==> config.mk <==
export PLATFORM = sky130hd
export DESIGN_NAME = seq_rst_ctrl
export DESIGN_NICKNAME = d
export VERILOG_FILES = /design/src/rtl/seq_rst_pkg.sv /design/src/rtl/lsb_pick.sv /design/src/rtl/wait_timer.sv /design/src/rtl/seq_rst_ctrl.sv
export SDC_FILE = /design/constraint.sdc
export NUM_CORES = 1
export LEC_CHECK = 0
export BUFFER_PORTS_ARGS = -buffer_cell sky130_fd_sc_hd__buf_2
export CAP_MARGIN = 20
export CORE_MARGIN = 10
export CORE_UTILIZATION = 40
export CTS_BUF_LIST = sky130_fd_sc_hd__clkbuf_2 sky130_fd_sc_hd__clkbuf_4 sky130_fd_sc_hd__clkbuf_8
export CTS_CLUSTER_SIZE = 25
export DETAILED_ROUTE_END_ITERATION = 6
export PLACE_DENSITY = 0.7
export SETUP_SLACK_MARGIN = 0.05
export SYNTH_ARGS = -nofsm -noshare
export SYNTH_HDL_FRONTEND = slang
export SYNTH_SLANG_ARGS = --single-unit
==> constraint.sdc <==
create_clock -name clk -period 5.6 [get_ports clk]
set_input_delay 0.56 -clock clk [delete_from_list [all_inputs] [get_ports clk]]
set_output_delay 0.56 -clock clk [all_outputs]
set_load 0.01 [all_outputs]
==> src/rtl/seq_rst_pkg.sv <==
package seq_rst_pkg;
  typedef enum logic [1:0] {
    ST_IDLE = 2'd0,
    ST_STEP = 2'd1,
    ST_WAIT = 2'd2
  } seq_state_e;
endpackage

==> src/rtl/lsb_pick.sv <==
module lsb_pick #(
  parameter int W  = 8,
  localparam int IW = (W > 1) ? $clog2(W) : 1
) (
  input  logic [W-1:0]  vec_i,
  output logic          valid_o,
  output logic [IW-1:0] idx_o,
  output logic [W-1:0]  onehot_o
);
  always_comb begin
    valid_o = 1'b0;
    idx_o   = '0;
    for (int i = W - 1; i >= 0; i--) begin
      if (vec_i[i]) begin
        valid_o = 1'b1;
        idx_o   = IW'(i);
      end
    end
    onehot_o = valid_o ? (W'(1) << idx_o) : '0;
  end

  always_comb begin
    assert_pick_onehot_R4: assert ($onehot0(onehot_o));
  end
endmodule

==> src/rtl/wait_timer.sv <==
module wait_timer #(
  parameter int TMO_W = 16
) (
  input  logic             clk,
  input  logic             rst_n,
  input  logic             run_i,
  input  logic [TMO_W-1:0] limit_i,
  output logic             expired_o
);
  logic [TMO_W-1:0] cnt_q;

  always_ff @(posedge clk or negedge rst_n) begin
    if (!rst_n)                      cnt_q <= '0;
    else if (!run_i)                 cnt_q <= '0;
    else if (cnt_q != {TMO_W{1'b1}}) cnt_q <= cnt_q + 1'b1;
  end

  assign expired_o = run_i && (cnt_q >= limit_i);
endmodule

==> src/rtl/seq_rst_ctrl.sv <==
module seq_rst_ctrl
  import seq_rst_pkg::*;
#(
  parameter int NUM_PART = 2,
  parameter int DOM_W    = 8,
  parameter int DATA_W   = 32,
  parameter int ADDR_W   = 12,
  parameter int TMO_W    = 16,
  parameter int TMO_RST  = 255
) (
  input  logic                      clk,
  input  logic                      rst_n,
  input  logic                      reg_wr_en,
  input  logic [ADDR_W-1:0]         reg_addr,
  input  logic [DATA_W-1:0]         reg_wdata,
  output logic [DATA_W-1:0]         reg_rdata,
  input  logic [NUM_PART*DOM_W-1:0] dom_ack_i,
  output logic [NUM_PART*DOM_W-1:0] dom_rst_o,
  output logic                      busy_o,
  output logic                      err_o
);
  localparam int PART_W    = (NUM_PART > 1) ? $clog2(NUM_PART) : 1;
  localparam int IDX_W     = (DOM_W > 1) ? $clog2(DOM_W) : 1;
  localparam int CTRL_BASE = 'h40;
  localparam int STAT_BASE = 'h140;
  localparam int STRIDE    = 8;
  localparam logic [ADDR_W-1:0] TMO_ADDR  = ADDR_W'('h000);
  localparam logic [ADDR_W-1:0] FLAG_ADDR = ADDR_W'('h004);

  seq_state_e         state_q;
  logic [DOM_W-1:0]   ctrl_q [NUM_PART];
  logic [DOM_W-1:0]   ack_arr [NUM_PART];
  logic [DOM_W-1:0]   tgt_q, pend_q;
  logic [PART_W-1:0]  part_q;
  logic [IDX_W-1:0]   idx_q;
  logic               err_q;
  logic [TMO_W-1:0]   tmo_q;

  logic               ctrl_hit, stat_hit;
  logic [PART_W-1:0]  ctrl_sel, stat_sel;
  logic [DOM_W-1:0]   wr_diff;
  logic               start;
  logic               pick_vld;
  logic [IDX_W-1:0]   pick_idx;
  logic [DOM_W-1:0]   pick_oh;
  logic               tmo_hit;
  logic               ack_ok;

  for (genvar p = 0; p < NUM_PART; p++) begin : g_part
    assign ack_arr[p]                     = dom_ack_i[p*DOM_W +: DOM_W];
    assign dom_rst_o[p*DOM_W +: DOM_W]    = ctrl_q[p];
  end

  always_comb begin
    ctrl_hit = 1'b0;
    stat_hit = 1'b0;
    ctrl_sel = '0;
    stat_sel = '0;
    for (int p = 0; p < NUM_PART; p++) begin
      if (reg_addr == ADDR_W'(CTRL_BASE + STRIDE * p)) begin
        ctrl_hit = 1'b1;
        ctrl_sel = PART_W'(p);
      end
      if (reg_addr == ADDR_W'(STAT_BASE + STRIDE * p)) begin
        stat_hit = 1'b1;
        stat_sel = PART_W'(p);
      end
    end
  end

  assign wr_diff = ctrl_q[ctrl_sel] ^ reg_wdata[DOM_W-1:0];
  assign start   = reg_wr_en && ctrl_hit && (state_q == ST_IDLE) && (wr_diff != '0);
  assign ack_ok  = (ack_arr[part_q][idx_q] == tgt_q[idx_q]);
  assign busy_o  = (state_q != ST_IDLE);
  assign err_o   = err_q;

  lsb_pick #(.W(DOM_W)) u_pick (
    .vec_i   (pend_q),
    .valid_o (pick_vld),
    .idx_o   (pick_idx),
    .onehot_o(pick_oh)
  );

  wait_timer #(.TMO_W(TMO_W)) u_timer (
    .clk      (clk),
    .rst_n    (rst_n),
    .run_i    (state_q == ST_WAIT),
    .limit_i  (tmo_q),
    .expired_o(tmo_hit)
  );

  always_ff @(posedge clk or negedge rst_n) begin
    if (!rst_n) begin
      state_q <= ST_IDLE;
      for (int p = 0; p < NUM_PART; p++) ctrl_q[p] <= '1;
      tgt_q   <= '0;
      pend_q  <= '0;
      part_q  <= '0;
      idx_q   <= '0;
      err_q   <= 1'b0;
      tmo_q   <= TMO_W'(TMO_RST);
    end else begin
      if (reg_wr_en && reg_addr == TMO_ADDR)               tmo_q <= reg_wdata[TMO_W-1:0];
      if (reg_wr_en && reg_addr == FLAG_ADDR && reg_wdata[1]) err_q <= 1'b0;
      unique case (state_q)
        ST_IDLE: begin
          if (start) begin
            tgt_q   <= reg_wdata[DOM_W-1:0];
            pend_q  <= wr_diff;
            part_q  <= ctrl_sel;
            state_q <= ST_STEP;
          end
        end
        ST_STEP: begin
          if (pick_vld) begin
            ctrl_q[part_q][pick_idx] <= tgt_q[pick_idx];
            idx_q   <= pick_idx;
            state_q <= ST_WAIT;
          end else begin
            state_q <= ST_IDLE;
          end
        end
        ST_WAIT: begin
          if (ack_ok) begin
            pend_q  <= pend_q & ~pick_oh;
            state_q <= ((pend_q & ~pick_oh) == '0) ? ST_IDLE : ST_STEP;
          end else if (tmo_hit) begin
            err_q   <= 1'b1;
            pend_q  <= '0;
            state_q <= ST_IDLE;
          end
        end
        default: state_q <= ST_IDLE;
      endcase
    end
  end

  always_comb begin
    reg_rdata = '0;
    if (ctrl_hit)                    reg_rdata[DOM_W-1:0] = ctrl_q[ctrl_sel];
    else if (stat_hit)               reg_rdata[DOM_W-1:0] = ack_arr[stat_sel];
    else if (reg_addr == FLAG_ADDR)  reg_rdata[1:0]       = {err_q, busy_o};
    else if (reg_addr == TMO_ADDR)   reg_rdata[TMO_W-1:0] = tmo_q;
  end

  assert_one_step_R4: assert property (@(posedge clk) disable iff (!rst_n)
    $countones(dom_rst_o ^ $past(dom_rst_o)) <= 1);

  assert_idle_hold_R6: assert property (@(posedge clk) disable iff (!rst_n)
    !busy_o |=> $stable(dom_rst_o));

  assert_wait_gate_R5: assert property (@(posedge clk) disable iff (!rst_n)
    (state_q == ST_WAIT && !ack_ok) |=> $stable(dom_rst_o));

  assert_noop_write_R7: assert property (@(posedge clk) disable iff (!rst_n)
    (reg_wr_en && ctrl_hit && !busy_o && wr_diff == '0) |=> !busy_o);

  assert_abort_idle_R8: assert property (@(posedge clk) disable iff (!rst_n)
    $rose(err_o) |-> !busy_o);
endmodule

== Word-level counts from Yosys, hierarchy flattened ==
Cells that the tools add are included.
Widths: inputs -> output; s select.

* Bits in writable memories: 0
* Output and inout port bits: 50
* Input bits: 63
* Word-level logic and storage cells: 123
* Memory bits (read-only): 0
* Bits in latches: 0
* Register bits after elaboration: 71
* Memories kept: 0

* Shift-type cells: 1
* Equal/unequal tests: 12
* Muxes and demuxes: 66
* $lt $le $gt $ge: 8
* Reduce and logical (&&, ||, !) cells: 19
* Divide/modulo/power cells: 0
* $mul: 0
* Add/sub/neg operators: 1
* Bitwise gates (word level): 6

{| class="wikitable"
|+ Operator list
! operator !! number
|-
| $mux 8 || 18
|-
| $mux 16 || 3
|-
| $eq 12x7->1 const B || 2
|-
| $eq 12x9->1 const B || 2
|-
| $mux 3 || 8
|-
| $mux 1 || 23
|-
| $add 16x1->16 const B || 1
|-
| $bwmux 16 || 1
|-
| $ge 16x16->1 || 1
|-
| $ne 16x16->1 const B || 1
|-
| $pmux 8 s2 || 1
|-
| $mux 14 || 1
|-
| $eq 12x3->1 const B || 1
|-
| $logic_not 12->1 || 1
|-
| $mux 2 || 5
|-
| $bmux 1 s3 || 3
|-
| $logic_and 1x1->1 || 9
|-
| $and 8x8->8 || 1
|-
| $demux 8 s1 || 1
|-
| $logic_not 8->1 || 1
|-
| $lt 3x4->1 const B || 2
|-
| $not 8->8 || 1
|-
| $reduce_bool 8->1 || 1
|-
| $shl 1x3->8 const A || 1
|-
| other kinds (16) || 24
|}

== Logic depth before layout (Yosys ltp) ==
Gate-level depths: netlist of run 1.

* Depth in word-level cells: 16
* Gate-level depth with buffers: 11
* Depth with buffers taken out: 9

== By module ==
Synthesis of run 1 repeated with hierarchy kept, for this count alone.

* Cells, all modules: 493
* Area total of the unflattened synthesis: 4993.5 sq um

{| class="wikitable"
|+ Modules (own cells, without submodules)
! module !! instances !! area an instance (sq um) !! sequential area each (sq um) !! cells each
|-
| seq_rst_ctrl || 1 || 3609.7 || 1406.3 || 328
|-
| wait_timer || 1 || 1243.7 || 400.4 || 140
|-
| lsb_pick || 1 || 140.1 || 0.0 || 25
|}

== Worst setup path after synthesis of run 1 ==
No wires, ideal clock.

* Path type: input -> register
* From: input reg_addr[1]
* To: register tgt_q[7]
* Data required time: 5.475 ns
* Cell stages on the path: 9
* Setup time: 0.125 ns
* Path buffers: 2
* Slack: 2.602 ns
* Arrival time: 2.872 ns
* Cells stage by stage: or4_1 -> nor4_4 -> buf_6 -> mux2i_1 -> xnor2_1 -> nor3_2 -> a21boi_4 -> buf_6 -> mux2_4

* Word-level cells in the longest chain between the ends: 10
* Elaborated cells on any way between the ends: 15
* Those cells by class: eq/ne: 2; mux: 6; bitwise: 2; reduce/logical: 5

{| class="wikitable"
|+ RTL lines
! what !! line !! RTL
|-
| from (decl) || seq_rst_ctrl.sv:14 || <nowiki>input logic [ADDR_W-1:0] reg_addr,</nowiki>
|-
| $eq 12x7->1 || seq_rst_ctrl.sv:60 || <nowiki>if (reg_addr == ADDR_W'(CTRL_BASE + STRIDE * p)) begin</nowiki>
|-
| $mux 1 || seq_rst_ctrl.sv:60 ||
|-
| $not 1->2 (not written as such) || seq_rst_ctrl.sv:71 || <nowiki>assign wr_diff = ctrl_q[ctrl_sel] ^ reg_wdata[DOM_W-1:0];</nowiki>
|-
| $mux 8 (not written as such) (3 in a row) || seq_rst_ctrl.sv:71 ||
|-
| $xor 8x8->8 || seq_rst_ctrl.sv:71 ||
|-
| $reduce_bool 8->1 || seq_rst_ctrl.sv:72 || <nowiki>assign start = reg_wr_en && ctrl_hit && (state_q == ST_IDLE) && (wr_diff != '0);</nowiki>
|-
| $logic_and 1x1->1 * || seq_rst_ctrl.sv:72 ||
|-
| $reduce_and 2->1 (no line) * || -- ||
|-
| to (signal assigned) || seq_rst_ctrl.sv:108 || <nowiki>tgt_q <= reg_wdata[DOM_W-1:0];</nowiki>
|-
| to (decl) || seq_rst_ctrl.sv:33 || <nowiki>logic [DOM_W-1:0] tgt_q, pend_q;</nowiki>
|}

Mark *: on every way between the ends. The rest lies on a longest branch, timed or not. The select of a mux whose other input is x is not followed.
A chain may end at the register's enable or synchronous reset.

== Worst setup path after layout of run 1 ==
* From: input reg_addr[1]
* To: output reg_rdata[4]

* Word-level cells in the longest chain between the ends: 8
* Elaborated cells on any way between the ends: 24
* Those cells by class: eq/ne: 5; mux: 16; bitwise: 2; reduce/logical: 1

{| class="wikitable"
|+ RTL lines
! what !! line !! RTL
|-
| $eq 12x9->1 || seq_rst_ctrl.sv:64 || <nowiki>if (reg_addr == ADDR_W'(STAT_BASE + STRIDE * p)) begin</nowiki>
|-
| $mux 1 || seq_rst_ctrl.sv:64 ||
|-
| $not 1->2 (not written as such) || seq_rst_ctrl.sv:141 || <nowiki>else if (stat_hit) reg_rdata[DOM_W-1:0] = ack_arr[stat_sel];</nowiki>
|-
| $mux 8 (not written as such) (3 in a row) || seq_rst_ctrl.sv:141 ||
|-
| $mux 8 || seq_rst_ctrl.sv:141 ||
|-
| $mux 8 * || seq_rst_ctrl.sv:140 || <nowiki>if (ctrl_hit) reg_rdata[DOM_W-1:0] = ctrl_q[ctrl_sel];</nowiki>
|-
| to (decl) || seq_rst_ctrl.sv:16 || <nowiki>output logic [DATA_W-1:0] reg_rdata,</nowiki>
|}

Marks and branches as above.

==> flow_results.xml, run 1 <==
<?xml version="1.0" encoding="UTF-8"?>
<metrics>
  <group name="drt">
    <metric name="drt-wirelength-per-cell" unit="um">19.1</metric>
    <metric name="drt_iter0_drc" unit="">356</metric>
    <metric name="detail_route.first_pass.iterations" unit="">5</metric>
    <metric name="post_drt_via_cell_ratio" unit="">5.77</metric>
    <metric name="post-route-drc-count" unit="">0</metric>
    <metric name="detail_route.wirelength" unit="mm">13.9</metric>
    <metric name="dr_total_vias" unit="">4204</metric>
    <metric name="remaining_antenna_violation_count" unit="">0</metric>
  </group>
  <group name="floorplan">
    <metric name="die_width" unit="um">130</metric>
    <metric name="num_io_pins" unit="">113</metric>
    <metric name="initial_utilization" unit="%">40.6</metric>
    <metric name="floorplan.core_area" unit="um2">12000</metric>
    <metric name="rows" unit="">40</metric>
    <metric name="floorplan.die_area" unit="um2">16900</metric>
    <metric name="dieHeight" unit="um">130</metric>
  </group>
  <group name="cells_and_area">
    <metric name="n_antenna_cell" unit="">0</metric>
    <metric name="layout.cells.non_filler" unit="">729</metric>
    <metric name="final_area" unit="um2">5530</metric>
    <metric name="syn_to_final_growth" unit="%">14.0</metric>
    <metric name="most-common-layout-cells" unit="">sky130_fd_sc_hd__buf_2 (81), sky130_fd_sc_hd__dfrtp_1 (47), sky130_fd_sc_hd__nand2_1 (41)</metric>
    <metric name="nNetsFinal" unit="">657</metric>
    <metric name="most_common_library_cell_in_the_layout_ignoring_fill_and_taps" unit="">sky130_fd_sc_hd__buf_2</metric>
    <metric name="fillers" unit="">1140</metric>
    <metric name="drive_above_1_share" unit="%">30.4</metric>
  </group>
  <group name="yosys">
    <metric name="synth.distinct_cells" unit="">66</metric>
    <metric name="ys_top_cells_by_area" unit="">sky130_fd_sc_hd__dfrtp_1 (24%), sky130_fd_sc_hd__dfstp_2 (13%), sky130_fd_sc_hd__mux2_2 (6.3%)</metric>
    <metric name="synth_enable_flop_cells" unit="">0</metric>
    <metric name="netlist.area_leader.share" unit="%">24.2</metric>
    <metric name="synth-seq-cells" unit="">71</metric>
    <metric name="post_synth.cell_area_avg" unit="um2">9.58</metric>
    <metric name="synth_area" unit="um2">4860</metric>
    <metric name="ys_dominant_reg_cell" unit="">sky130_fd_sc_hd__dfrtp_1</metric>
    <metric name="ys_async_sr_fraction" unit="%">100</metric>
    <metric name="synth_seq_area_share" unit="%">37.2</metric>
    <metric name="postSynthCellCount" unit="">507</metric>
    <metric name="synth_area_leader_cell" unit="">sky130_fd_sc_hd__dfrtp_1</metric>
    <metric name="yosys_warnings" unit="">0</metric>
  </group>
  <group name="critical_path">
    <metric name="critical_path.reg2reg.startpoint" unit="">pend_q[7]</metric>
    <metric name="crit_chain" unit="">buf_2 &gt; or4_1 &gt; nor2_1 &gt; nand2_1 &gt; nor2_1 &gt; a21oi_1 &gt; mux2i_1 &gt; buf_2</metric>
    <metric name="worst_path_largest_cell_delay" unit="ps">620</metric>
    <metric name="required" unit="ps">5040</metric>
    <metric name="timing.critical_path.to_type" unit="">output port</metric>
    <metric name="crit_fanout" unit="">10</metric>
    <metric name="worst_r2r_path_depth" unit="">8</metric>
    <metric name="timing.critical_path.from_type" unit="">primary input</metric>
    <metric name="slowest_stage" unit="">sky130_fd_sc_hd__or4_1</metric>
    <metric name="worstPathArrival" unit="ps">2780</metric>
    <metric name="worst_setup_path_class" unit="">in -&gt; out</metric>
    <metric name="minimum_setup_slack_among_reg_to_reg_paths" unit="ps">2680</metric>
    <metric name="crit-reg2reg-capture" unit="">dom_rst_o[14]</metric>
  </group>
  <group name="power_and_ir_drop">
    <metric name="power_density" unit="nW/um2">314</metric>
    <metric name="total_leakage_power" unit="uW">0.00242</metric>
    <metric name="ir_worst_vdd" unit="mV">0.168</metric>
  </group>
  <group name="sta">
    <metric name="tightestPinTransition" unit="ps">883</metric>
    <metric name="finalWorstPathRequiredPeriod" unit="ps">3340</metric>
    <metric name="max-slew-margin-rel" unit="%">41.2</metric>
    <metric name="fin_setup_tns" unit="ps">0</metric>
    <metric name="grt_setup_unrepaired" unit="">false</metric>
    <metric name="timing.final.setup_violations" unit="">0</metric>
    <metric name="fmaxAchievable" unit="MHz">299</metric>
    <metric name="setup_ws" unit="ps">2260</metric>
    <metric name="layout_worst_path_cycle_share" unit="%">59.7</metric>
    <metric name="timing.clock.skew" unit="ps">15.3</metric>
    <metric name="fin_worst_hold_slack" unit="ps">408</metric>
    <metric name="hold_viol" unit="">0</metric>
    <metric name="slew_violations" unit="">0</metric>
  </group>
  <group name="clock_network">
    <metric name="cts_post_setup_buffers_inserted" unit="">0</metric>
    <metric name="number_of_cts_inserted_buffers" unit="">9</metric>
    <metric name="cts_hold_buffers" unit="">0</metric>
    <metric name="ctsRootBufferMaster" unit="">sky130_fd_sc_hd__clkbuf_8</metric>
    <metric name="insertion_delay" unit="ps">370</metric>
    <metric name="tritoncts" unit="">done</metric>
    <metric name="cts.sinks" unit="">71</metric>
    <metric name="clk_path_buf_depth" unit="">2</metric>
    <metric name="cts_max_level" unit="">3</metric>
    <metric name="path_clk_slew" unit="ps">80</metric>
    <metric name="postCtsResizedCells" unit="">0</metric>
  </group>
  <group name="placement">
    <metric name="numPlacedInstances" unit="">713</metric>
    <metric name="number_of_input_and_output_port_buffers_inserted" unit="">80</metric>
    <metric name="detailedPlacementHpwl" unit="mm">11.0</metric>
    <metric name="dpl-instance-area" unit="um2">5280</metric>
    <metric name="dp_slack" unit="ps">1940</metric>
    <metric name="place_congestion" unit="">0.871</metric>
  </group>
  <group name="global_route">
    <metric name="grt_pass1_vias" unit="">4265</metric>
    <metric name="globalRouteTotalUtil" unit="%">16.5</metric>
    <metric name="grt_antenna_before_repair" unit="">0</metric>
    <metric name="grt_start_max_net_pins" unit="">72</metric>
    <metric name="wire_length_of_the_first_global_routing_pass" unit="mm">22.0</metric>
    <metric name="overflow" unit="">0</metric>
  </group>
  <group name="flow_run">
    <metric name="timing.max_cap.violations" unit="">0</metric>
  </group>
  <group name="outcome">
    <metric name="outcome" unit="">finished clean</metric>
  </group>
  <group name="min_path">
    <metric name="hold_path_class" unit="">in -&gt; async</metric>
  </group>
</metrics>
==> registers in the layout (all words and copies together) (netlist names) <==
signal	cells
tmo_q	16
part_q	1
state_q	2
pend_q	8
dom_rst_o	16
err_o	1
idx_q	3
u_timer.cnt_q	16
tgt_q	8
==> worst max path at each step <==
stage                               to        start
after floorplan               tgt_q[7]  reg_addr[1]
after global placement          part_q  reg_addr[1]
after detailed placement      tgt_q[4]  reg_addr[1]
after CTS                 reg_rdata[4]  reg_addr[1]
after global routing      reg_rdata[4]  reg_addr[1]
final                     reg_rdata[4]  reg_addr[1]
==> through the flow <==
| stage | total power, uW | util [%] |
|---|---|---|
| floorplan | 1050 | - |
| global placement | 1180 | 44.1 |
| detailed placement | 1200 | 44.1 |
| CTS | 1730 | 46.3 |
| global route | 1830 | 46.3 |
| finish | 1740 | 46.3 |
==> worst max-delay path: cells and delay by family <==
| kind | cells | cell delay, ps |
|---|---|---|
| muxes | 1 | 190 |
| AOI/OAI and AO/OA | 1 | 150 |
| and+or+nand+nor | 4 | 1620 |
| buffers and inverters | 2 | 260 |
==> final cells by class <==
type | count | area, um2 | share of cell area, %
Clock buffer | 13 | 166 | 3.01
Clock inverter | 3 | 90.1 | 1.63
Inverter | 27 | 101 | 1.83
Multi-Input combinational cell | 385 | 2770 | 50.0
Sequential cell | 71 | 1810 | 32.6
Tap cell | 147 | 184 | 3.32
Timing Repair Buffer | 83 | 420 | 7.60
==> per-layer routing <==
| layer | wire length [um] | global-route usage, % | part of all wire (%) |
|---|---|---|---|
| met3 | 1080 | 5.60 | 7.7 |
| met2 | 6940 | 27.8 | 50 |
| met1 | 5610 | 19.1 | 40 |
| met4 | 274 | 5.69 | 2.0 |
| met5 | 0 | 0 | 0 |
==> synth_stat cells (all sizes together), types with 3 or more instances <==
| library cell | number |
|---|---|
| a21oi | 14 |
| and3 | 4 |
| buf | 21 |
| clkbuf | 18 |
| dfrtp | 47 |
| dfstp | 24 |
| ha | 17 |
| inv | 27 |
| mux2 | 28 |
| mux2i | 22 |
| mux4 | 6 |
| nand2 | 41 |
| nand2b | 6 |
| nand3 | 14 |
| nand3b | 8 |
| nand4 | 10 |
| nor2 | 40 |
| nor2b | 4 |
| nor3 | 18 |
| nor4 | 6 |
| o211ai | 10 |
| o21ai | 29 |
| o221ai | 6 |
| o22ai | 5 |
| o311ai | 3 |
| o31ai | 6 |
| o41ai | 4 |
| or2 | 4 |
| or3 | 7 |
| or3b | 7 |
| or4 | 5 |
| xnor2 | 11 |
| xor2 | 9 |
==> logic make-up (layout without fill, tap and decap cells) <==
group | count (synthesis) | after routing | share of synthesized area [%]
xor+xnor | 20 | 20 | 3.61
fa+ha+maj | 18 | 18 | 4.59
simple gates | 176 | 176 | 19.3
flops | 71 | 71 | 37.2
compound gates | 99 | 99 | 14.4
other cells | 1 | 16 | 0.0772
buf+inv | 66 | 126 | 7.01
mux | 56 | 56 | 13.9
==> where the power goes <==
group	leakage, uW	total [uW]	internal (uW)	switching (uW)
Combinational	0.00140	563	200	364
Clock	0.000131	529	331	198
Sequential	0.000891	643	561	82.1
Total	0.00242	1740	1090	644
(Power assumes the default switching activity.)
==> inputs of run 2 (changes only) <==
- ABC_AREA: not set -> 1
- clock period: 5.6 -> 3.3 ns (I/O delays scaled with it)
==> flow_results.xml, run 2 <==
<?xml version="1.0" encoding="UTF-8"?>
<metrics>
  <group name="clock_network">
    <metric name="insertion_delay" unit="ps">360</metric>
    <metric name="cts.sinks" unit="">71</metric>
    <metric name="cts_hold_buffers" unit="">0</metric>
    <metric name="ctsRootBufferMaster" unit="">sky130_fd_sc_hd__clkbuf_8</metric>
    <metric name="cts_post_setup_buffers_inserted" unit="">0</metric>
    <metric name="tritoncts" unit="">done</metric>
    <metric name="postCtsResizedCells" unit="">0</metric>
    <metric name="path_clk_slew" unit="ps">80</metric>
    <metric name="number_of_cts_inserted_buffers" unit="">9</metric>
    <metric name="cts_max_level" unit="">3</metric>
    <metric name="clk_path_buf_depth" unit="">2</metric>
  </group>
  <group name="placement">
    <metric name="detailedPlacementHpwl" unit="mm">11.9</metric>
    <metric name="place_congestion" unit="">0.917</metric>
    <metric name="number_of_input_and_output_port_buffers_inserted" unit="">80</metric>
    <metric name="numPlacedInstances" unit="">978</metric>
  </group>
  <group name="power_and_ir_drop">
    <metric name="p_seq_share" unit="%">34.1</metric>
    <metric name="totalPowerFinal" unit="uW">3330</metric>
    <metric name="total_leakage_power" unit="uW">0.00299</metric>
    <metric name="power_density" unit="nW/um2">572</metric>
    <metric name="power_frac_comb" unit="%">45.3</metric>
    <metric name="ir_worst_vdd" unit="mV">0.310</metric>
    <metric name="intPower" unit="uW">1820</metric>
    <metric name="switchingPower" unit="uW">1510</metric>
    <metric name="sw_frac_of_total" unit="%">45.3</metric>
    <metric name="share_clk_of_total_power" unit="%">20.6</metric>
  </group>
  <group name="cells_and_area">
    <metric name="layout.cells.non_filler" unit="">994</metric>
    <metric name="most-common-layout-cells" unit="">sky130_fd_sc_hd__nand2_1 (171), sky130_fd_sc_hd__inv_1 (105), sky130_fd_sc_hd__nand3_1 (86)</metric>
    <metric name="nNetsFinal" unit="">897</metric>
    <metric name="drive_above_1_share" unit="%">19.2</metric>
    <metric name="n_antenna_cell" unit="">0</metric>
    <metric name="most_common_library_cell_in_the_layout_ignoring_fill_and_taps" unit="">sky130_fd_sc_hd__nand2_1</metric>
    <metric name="syn_to_final_growth" unit="%">13.9</metric>
  </group>
  <group name="global_route">
    <metric name="grt_start_max_net_pins" unit="">72</metric>
    <metric name="globalRouteTotalUtil" unit="%">16.8</metric>
    <metric name="grt_pass1_vias" unit="">4889</metric>
    <metric name="grt_antenna_before_repair" unit="">0</metric>
    <metric name="overflow" unit="">0</metric>
    <metric name="wire_length_of_the_first_global_routing_pass" unit="mm">24.6</metric>
  </group>
  <group name="drt">
    <metric name="detail_route.wirelength" unit="mm">15.1</metric>
    <metric name="drt-wirelength-per-cell" unit="um">15.2</metric>
    <metric name="post-route-drc-count" unit="">0</metric>
    <metric name="remaining_antenna_violation_count" unit="">0</metric>
    <metric name="post_drt_via_cell_ratio" unit="">5.09</metric>
    <metric name="detail_route.first_pass.iterations" unit="">5</metric>
    <metric name="dr_total_vias" unit="">5062</metric>
    <metric name="drt_iter0_drc" unit="">542</metric>
  </group>
  <group name="flow_run">
    <metric name="timing.max_cap.violations" unit="">0</metric>
  </group>
  <group name="critical_path">
    <metric name="worst_setup_path_class" unit="">in -&gt; out</metric>
    <metric name="timing.critical_path.from_type" unit="">primary input</metric>
    <metric name="timing.critical_path.to_type" unit="">output port</metric>
    <metric name="required" unit="ps">2970</metric>
    <metric name="crit_fanout" unit="">18</metric>
    <metric name="worstPathArrival" unit="ps">2170</metric>
  </group>
  <group name="yosys">
    <metric name="synth_commonest_cells" unit="">sky130_fd_sc_hd__nand2_1 (171), sky130_fd_sc_hd__inv_1 (105), sky130_fd_sc_hd__nand3_1 (86)</metric>
    <metric name="ys_async_sr_fraction" unit="%">100</metric>
    <metric name="synth_area_leader_cell" unit="">sky130_fd_sc_hd__dfrtp_1</metric>
    <metric name="synth_area" unit="um2">5120</metric>
    <metric name="postSynthCellCount" unit="">737</metric>
    <metric name="synth.distinct_cells" unit="">43</metric>
    <metric name="synth_enable_flop_cells" unit="">0</metric>
    <metric name="synth_most_common_cell" unit="">sky130_fd_sc_hd__nand2_1</metric>
    <metric name="ys_dominant_reg_cell" unit="">sky130_fd_sc_hd__dfrtp_1</metric>
    <metric name="ys_top_cells_by_area" unit="">sky130_fd_sc_hd__dfrtp_1 (23%), sky130_fd_sc_hd__nand2_1 (13%), sky130_fd_sc_hd__dfstp_2 (12%)</metric>
    <metric name="synth_seq_area_share" unit="%">35.3</metric>
    <metric name="yosys_warnings" unit="">0</metric>
    <metric name="synth-seq-cells" unit="">71</metric>
    <metric name="netlist.area_leader.share" unit="%">23.0</metric>
    <metric name="post_synth.cell_area_avg" unit="um2">6.94</metric>
  </group>
  <group name="floorplan">
    <metric name="floorplan.core_area" unit="um2">12600</metric>
    <metric name="initial_utilization" unit="%">40.7</metric>
    <metric name="floorplan.die_area" unit="um2">17700</metric>
    <metric name="num_io_pins" unit="">113</metric>
    <metric name="dieHeight" unit="um">133</metric>
    <metric name="rows" unit="">41</metric>
    <metric name="die_width" unit="um">133</metric>
  </group>
  <group name="sta">
    <metric name="tightestPinTransition" unit="ps">905</metric>
    <metric name="layout_worst_path_cycle_share" unit="%">75.9</metric>
    <metric name="hold_viol" unit="">0</metric>
    <metric name="max-slew-margin-rel" unit="%">39.6</metric>
    <metric name="finalWorstPathRequiredPeriod" unit="ps">2500</metric>
    <metric name="slew_violations" unit="">0</metric>
    <metric name="timing.final.setup_violations" unit="">0</metric>
    <metric name="timing.clock.skew" unit="ps">15.5</metric>
    <metric name="fmaxAchievable" unit="MHz">399</metric>
    <metric name="fin_setup_tns" unit="ps">0</metric>
    <metric name="grt_setup_unrepaired" unit="">false</metric>
  </group>
  <group name="min_path">
    <metric name="hold_path_class" unit="">in -&gt; async</metric>
  </group>
  <group name="outcome">
    <metric name="outcome" unit="">finished clean</metric>
  </group>
</metrics>
run 2: layout make-up:
cell class,instances,area [um2]
clock buffers,14,180
fillers,1295,6740
multi-input cells,540,2750
flip-flops and latches,71,1810
well taps,172,215
clock inverters,2,13.8
inverters,106,398
repair buffers,89,468
run 2: logic make-up after synthesis:
kind of cell / after synthesis / synth area share [%]
AOI/OAI and AO/OA: 115 / 12.4
and+or+nand+nor: 388 / 35.3
adders and majority gates: 17 / 4.16
other: 1 / 0.0733
xor gates and xnor gates: 4 / 0.685
buffers and inverters: 141 / 12.1
DFF: 71 / 35.3
run 2: power by group through the flow:
stage / clock (uW) / combinational (uW) / sequential (uW)
final: 685 / 1510 / 1140
after global routing: 731 / 1700 / 1150
after CTS: 692 / 1500 / 1140
after detailed placement: 0 / 1490 / 1150
after global placement: 0 / 1470 / 1150
after floorplan: 0 / 1060 / 1120
run 2: path summary, 6_finish.rpt:
check,to,cells after the start,startpoint,slack [ps]
max in group asynchronous,tmo_q[15],2,rst_n,2530
worst min-delay path,pend_q[0],2,rst_n,160
worst max register to register,dom_rst_o[11],9,pend_q[1],920
worst max-delay path,reg_rdata[0],10,reg_addr[9],800
min in group clk,tmo_q[10],3,reg_wdata[10],210
worst min register to register,dom_rst_o[0],2,dom_rst_o[0],490
run 2: per-stage QoR:
stage	cell area, um2	hold slack [ps]	setup WS [ps]	utilization (%)
after CTS	5830	213	822	46.4
after detailed placement	5630	484	698	44.8
after floorplan	5170	34.4	1400	-
after global routing	5830	228	633	46.4
after global placement	5630	474	723	44.8
final	5830	160	796	46.4
run 2: critical path, cell delays in order:
cell and delay, ps:
sky130_fd_sc_hd__buf_2 100, sky130_fd_sc_hd__or2_4 260, sky130_fd_sc_hd__nor2_8 280, sky130_fd_sc_hd__nand2_1 400
sky130_fd_sc_hd__inv_1 260, sky130_fd_sc_hd__a31oi_1 100, sky130_fd_sc_hd__o21ai_0 80, sky130_fd_sc_hd__nand3_1 80
sky130_fd_sc_hd__o21ai_0 100, sky130_fd_sc_hd__buf_2 180
run 2: layer usage:
layer	vias to the layer above	share of wire [%]	global-route usage, %
li1	2544	-	-
met3	16	10	4.59
met5	-	0	0
met4	0	1.5	5.32
met2	198	43	25.1
met1	2304	45	23.1
==> inputs of run 3 (changes only) <==
- clock period: 3.3 -> 2.5 ns (I/O delays scaled with it)
==> flow_results.xml, run 3 (synthesis results as in run 2) <==
<?xml version="1.0" encoding="UTF-8"?>
<metrics>
  <group name="sta">
    <metric name="layout_worst_path_cycle_share" unit="%">88.4</metric>
    <metric name="finalWorstPathRequiredPeriod" unit="ps">2210</metric>
    <metric name="timing.clock.skew" unit="ps">11.6</metric>
    <metric name="fin_setup_tns" unit="ps">0</metric>
    <metric name="slew_violations" unit="">0</metric>
    <metric name="grt_setup_unrepaired" unit="">false</metric>
    <metric name="tightestPinTransition" unit="ps">717</metric>
    <metric name="hold_viol" unit="">0</metric>
    <metric name="max-slew-margin-rel" unit="%">52.2</metric>
    <metric name="setup_ws" unit="ps">290</metric>
    <metric name="timing.final.setup_violations" unit="">0</metric>
    <metric name="fmaxAchievable" unit="MHz">453</metric>
  </group>
  <group name="clock_network">
    <metric name="cts_post_setup_buffers_inserted" unit="">0</metric>
    <metric name="ctsRootBufferMaster" unit="">sky130_fd_sc_hd__clkbuf_8</metric>
    <metric name="clk_path_buf_depth" unit="">2</metric>
    <metric name="cts_max_level" unit="">3</metric>
    <metric name="tritoncts" unit="">done</metric>
    <metric name="path_clk_slew" unit="ps">80</metric>
    <metric name="number_of_cts_inserted_buffers" unit="">9</metric>
    <metric name="cts.sinks" unit="">71</metric>
    <metric name="insertion_delay" unit="ps">360</metric>
  </group>
  <group name="critical_path">
    <metric name="required" unit="ps">2250</metric>
    <metric name="worst_setup_path_class" unit="">in -&gt; out</metric>
    <metric name="crit_buf_inv" unit="">4</metric>
    <metric name="crit-reg2reg-capture" unit="">state_q[0]</metric>
    <metric name="timing.critical_path.to_type" unit="">output port</metric>
    <metric name="crit_fanout" unit="">17</metric>
    <metric name="timing.critical_path.from_type" unit="">primary input</metric>
    <metric name="worst_r2r_path_depth" unit="">10</metric>
    <metric name="cpLargestDelayFamily" unit="">buffers and inverters</metric>
    <metric name="minimum_setup_slack_among_reg_to_reg_paths" unit="ps">300</metric>
    <metric name="critical-path-top-cell-by-count" unit="">sky130_fd_sc_hd__buf_2</metric>
    <metric name="worst_path_largest_cell_delay" unit="ps">290</metric>
    <metric name="crit_chain" unit="">buf_2 &gt; or2_4 &gt; nor2_8 &gt; buf_4 &gt; nand2_1 &gt; inv_1 &gt; nand3_1 &gt; o211ai_1 &gt; buf_2</metric>
    <metric name="critical_path.reg2reg.startpoint" unit="">pend_q[1]</metric>
    <metric name="worstPathArrival" unit="ps">1960</metric>
    <metric name="slowest_stage" unit="">sky130_fd_sc_hd__inv_1</metric>
  </group>
  <group name="global_route">
    <metric name="grt_start_max_net_pins" unit="">43</metric>
    <metric name="globalRouteTotalUtil" unit="%">17.2</metric>
    <metric name="grt_antenna_before_repair" unit="">1</metric>
    <metric name="wire_length_of_the_first_global_routing_pass" unit="mm">25.2</metric>
    <metric name="overflow" unit="">0</metric>
    <metric name="grt_pass1_vias" unit="">4893</metric>
  </group>
  <group name="min_path">
    <metric name="hold-path-endpoint" unit="">tmo_q[9]</metric>
    <metric name="min_from" unit="">reg_wdata[9]</metric>
    <metric name="hold_path_depth" unit="">3</metric>
    <metric name="hold_path_class" unit="">in -&gt; reg</metric>
  </group>
  <group name="floorplan">
    <metric name="floorplan.die_area" unit="um2">17700</metric>
    <metric name="die_width" unit="um">133</metric>
    <metric name="floorplan.core_area" unit="um2">12600</metric>
    <metric name="dieHeight" unit="um">133</metric>
    <metric name="rows" unit="">41</metric>
    <metric name="initial_utilization" unit="%">40.7</metric>
    <metric name="num_io_pins" unit="">113</metric>
  </group>
  <group name="drt">
    <metric name="drt_iter0_drc" unit="">463</metric>
    <metric name="detail_route.wirelength" unit="mm">15.3</metric>
    <metric name="post_drt_via_cell_ratio" unit="">5.08</metric>
    <metric name="post-route-drc-count" unit="">0</metric>
    <metric name="detail_route.first_pass.iterations" unit="">6</metric>
    <metric name="drt-wirelength-per-cell" unit="um">15.3</metric>
    <metric name="remaining_antenna_violation_count" unit="">0</metric>
    <metric name="dr_total_vias" unit="">5115</metric>
  </group>
  <group name="placement">
    <metric name="detailedPlacementHpwl" unit="mm">12.2</metric>
    <metric name="place_congestion" unit="">0.941</metric>
    <metric name="number_of_input_and_output_port_buffers_inserted" unit="">80</metric>
    <metric name="dp_slack" unit="ps">208</metric>
  </group>
  <group name="flow_run">
    <metric name="timing.max_cap.violations" unit="">0</metric>
  </group>
  <group name="cells_and_area">
    <metric name="nNetsFinal" unit="">909</metric>
    <metric name="n_antenna_cell" unit="">0</metric>
    <metric name="most_common_library_cell_in_the_layout_ignoring_fill_and_taps" unit="">sky130_fd_sc_hd__nand2_1</metric>
    <metric name="most-common-layout-cells" unit="">sky130_fd_sc_hd__nand2_1 (171), sky130_fd_sc_hd__inv_1 (105), sky130_fd_sc_hd__nand3_1 (86)</metric>
    <metric name="fillers" unit="">1295</metric>
    <metric name="drive_above_1_share" unit="%">20.3</metric>
    <metric name="syn_to_final_growth" unit="%">16.8</metric>
  </group>
  <group name="power_and_ir_drop">
    <metric name="intPower" unit="uW">2580</metric>
    <metric name="ir_worst_vdd" unit="mV">0.470</metric>
    <metric name="power_frac_comb" unit="%">45.4</metric>
    <metric name="share_clk_of_total_power" unit="%">22.2</metric>
    <metric name="total_leakage_power" unit="uW">0.00306</metric>
    <metric name="p_seq_share" unit="%">32.5</metric>
    <metric name="power_density" unit="nW/um2">775</metric>
    <metric name="switchingPower" unit="uW">2050</metric>
    <metric name="sw_frac_of_total" unit="%">44.3</metric>
  </group>
  <group name="outcome">
    <metric name="outcome" unit="">finished clean</metric>
  </group>
</metrics>
==> run 3: cell count changes in the layout (fill, tap and decap cells not counted), moves of 2 or more <==
cell                         previous run  this run
sky130_fd_sc_hd__bufinv_16              0         2
sky130_fd_sc_hd__buf_12                 0         2
sky130_fd_sc_hd__clkinvlp_4             0         2
sky130_fd_sc_hd__clkbuf_8              12         9
sky130_fd_sc_hd__buf_4                  9        18
==> run 3: final cells by class <==
type                       count  area, um2  area share (%)
multi-input combinational    540       2750            46.1
sequential                    71       1810            30.2
timing repair buffer         101        586            9.80
inverter                     106        398            6.66
tap                          172        215            3.60
clock buffer                  10        131            2.20
clock inverter                 6       85.1            1.42
==> run 3: metrics by stage <==
step / power (uW) / util [%] / std cells / hold slack [ps] / instance area (um2)
after floorplan: 2890 / - / 752 / -45.6 / 5170
after global placement: 3560 / 45.7 / 989 / 335 / 5740
after detailed placement: 3580 / 45.7 / 989 / 341 / 5740
after CTS: 4620 / 47.5 / 1006 / 123 / 5970
after global routing: 5000 / 47.5 / 1006 / 135 / 5980
final: 4630 / 47.5 / 1006 / 134 / 5980
==> run 3: worst reg2reg max path: cells and delay by family, from the launching register on <==
kind	cells	cell delay [ps]
DFF	1	440
and+or+nand+nor	9	1520
AOI/OAI and AO/OA	1	140
==> run 3: power by group through the flow <==
stage	sequential, uW	clock [uW]	combinational, uW
after CTS	1500	1050	2070
after global routing	1530	1100	2380
after floorplan	1480	0	1400
after detailed placement	1520	0	2060
final	1500	1030	2100
after global placement	1520	0	2040
==> run 3: worst max path at each step <==
stage                           start            to  slack [ps]  cells after the start
final                     reg_addr[9]  reg_rdata[7]         290                      9
after global routing         tmo_q[3]     pend_q[4]         130                     13
after CTS                    tmo_q[3]     pend_q[6]         210                     13
after detailed placement  reg_addr[3]      tgt_q[7]         210                     17
after global placement    reg_addr[3]     pend_q[2]         240                     18
after floorplan              tmo_q[3]     pend_q[0]         600                     13
==> run 3: routing by layer <==
metal | track usage [%] | wire (um)
met1 | 24.1 | 7280
met2 | 25.3 | 6330
met3 | 4.55 | 1360
met4 | 5.44 | 358
met5 | 0 | 13
==> run 3: timing repair <==
item / CTS / global route
setup endpoints to repair: 0 / 8
endpoints found under the hold margin: 14 / 0
hold buffers: 1 / 0
gates resized for setup: 0 / 1
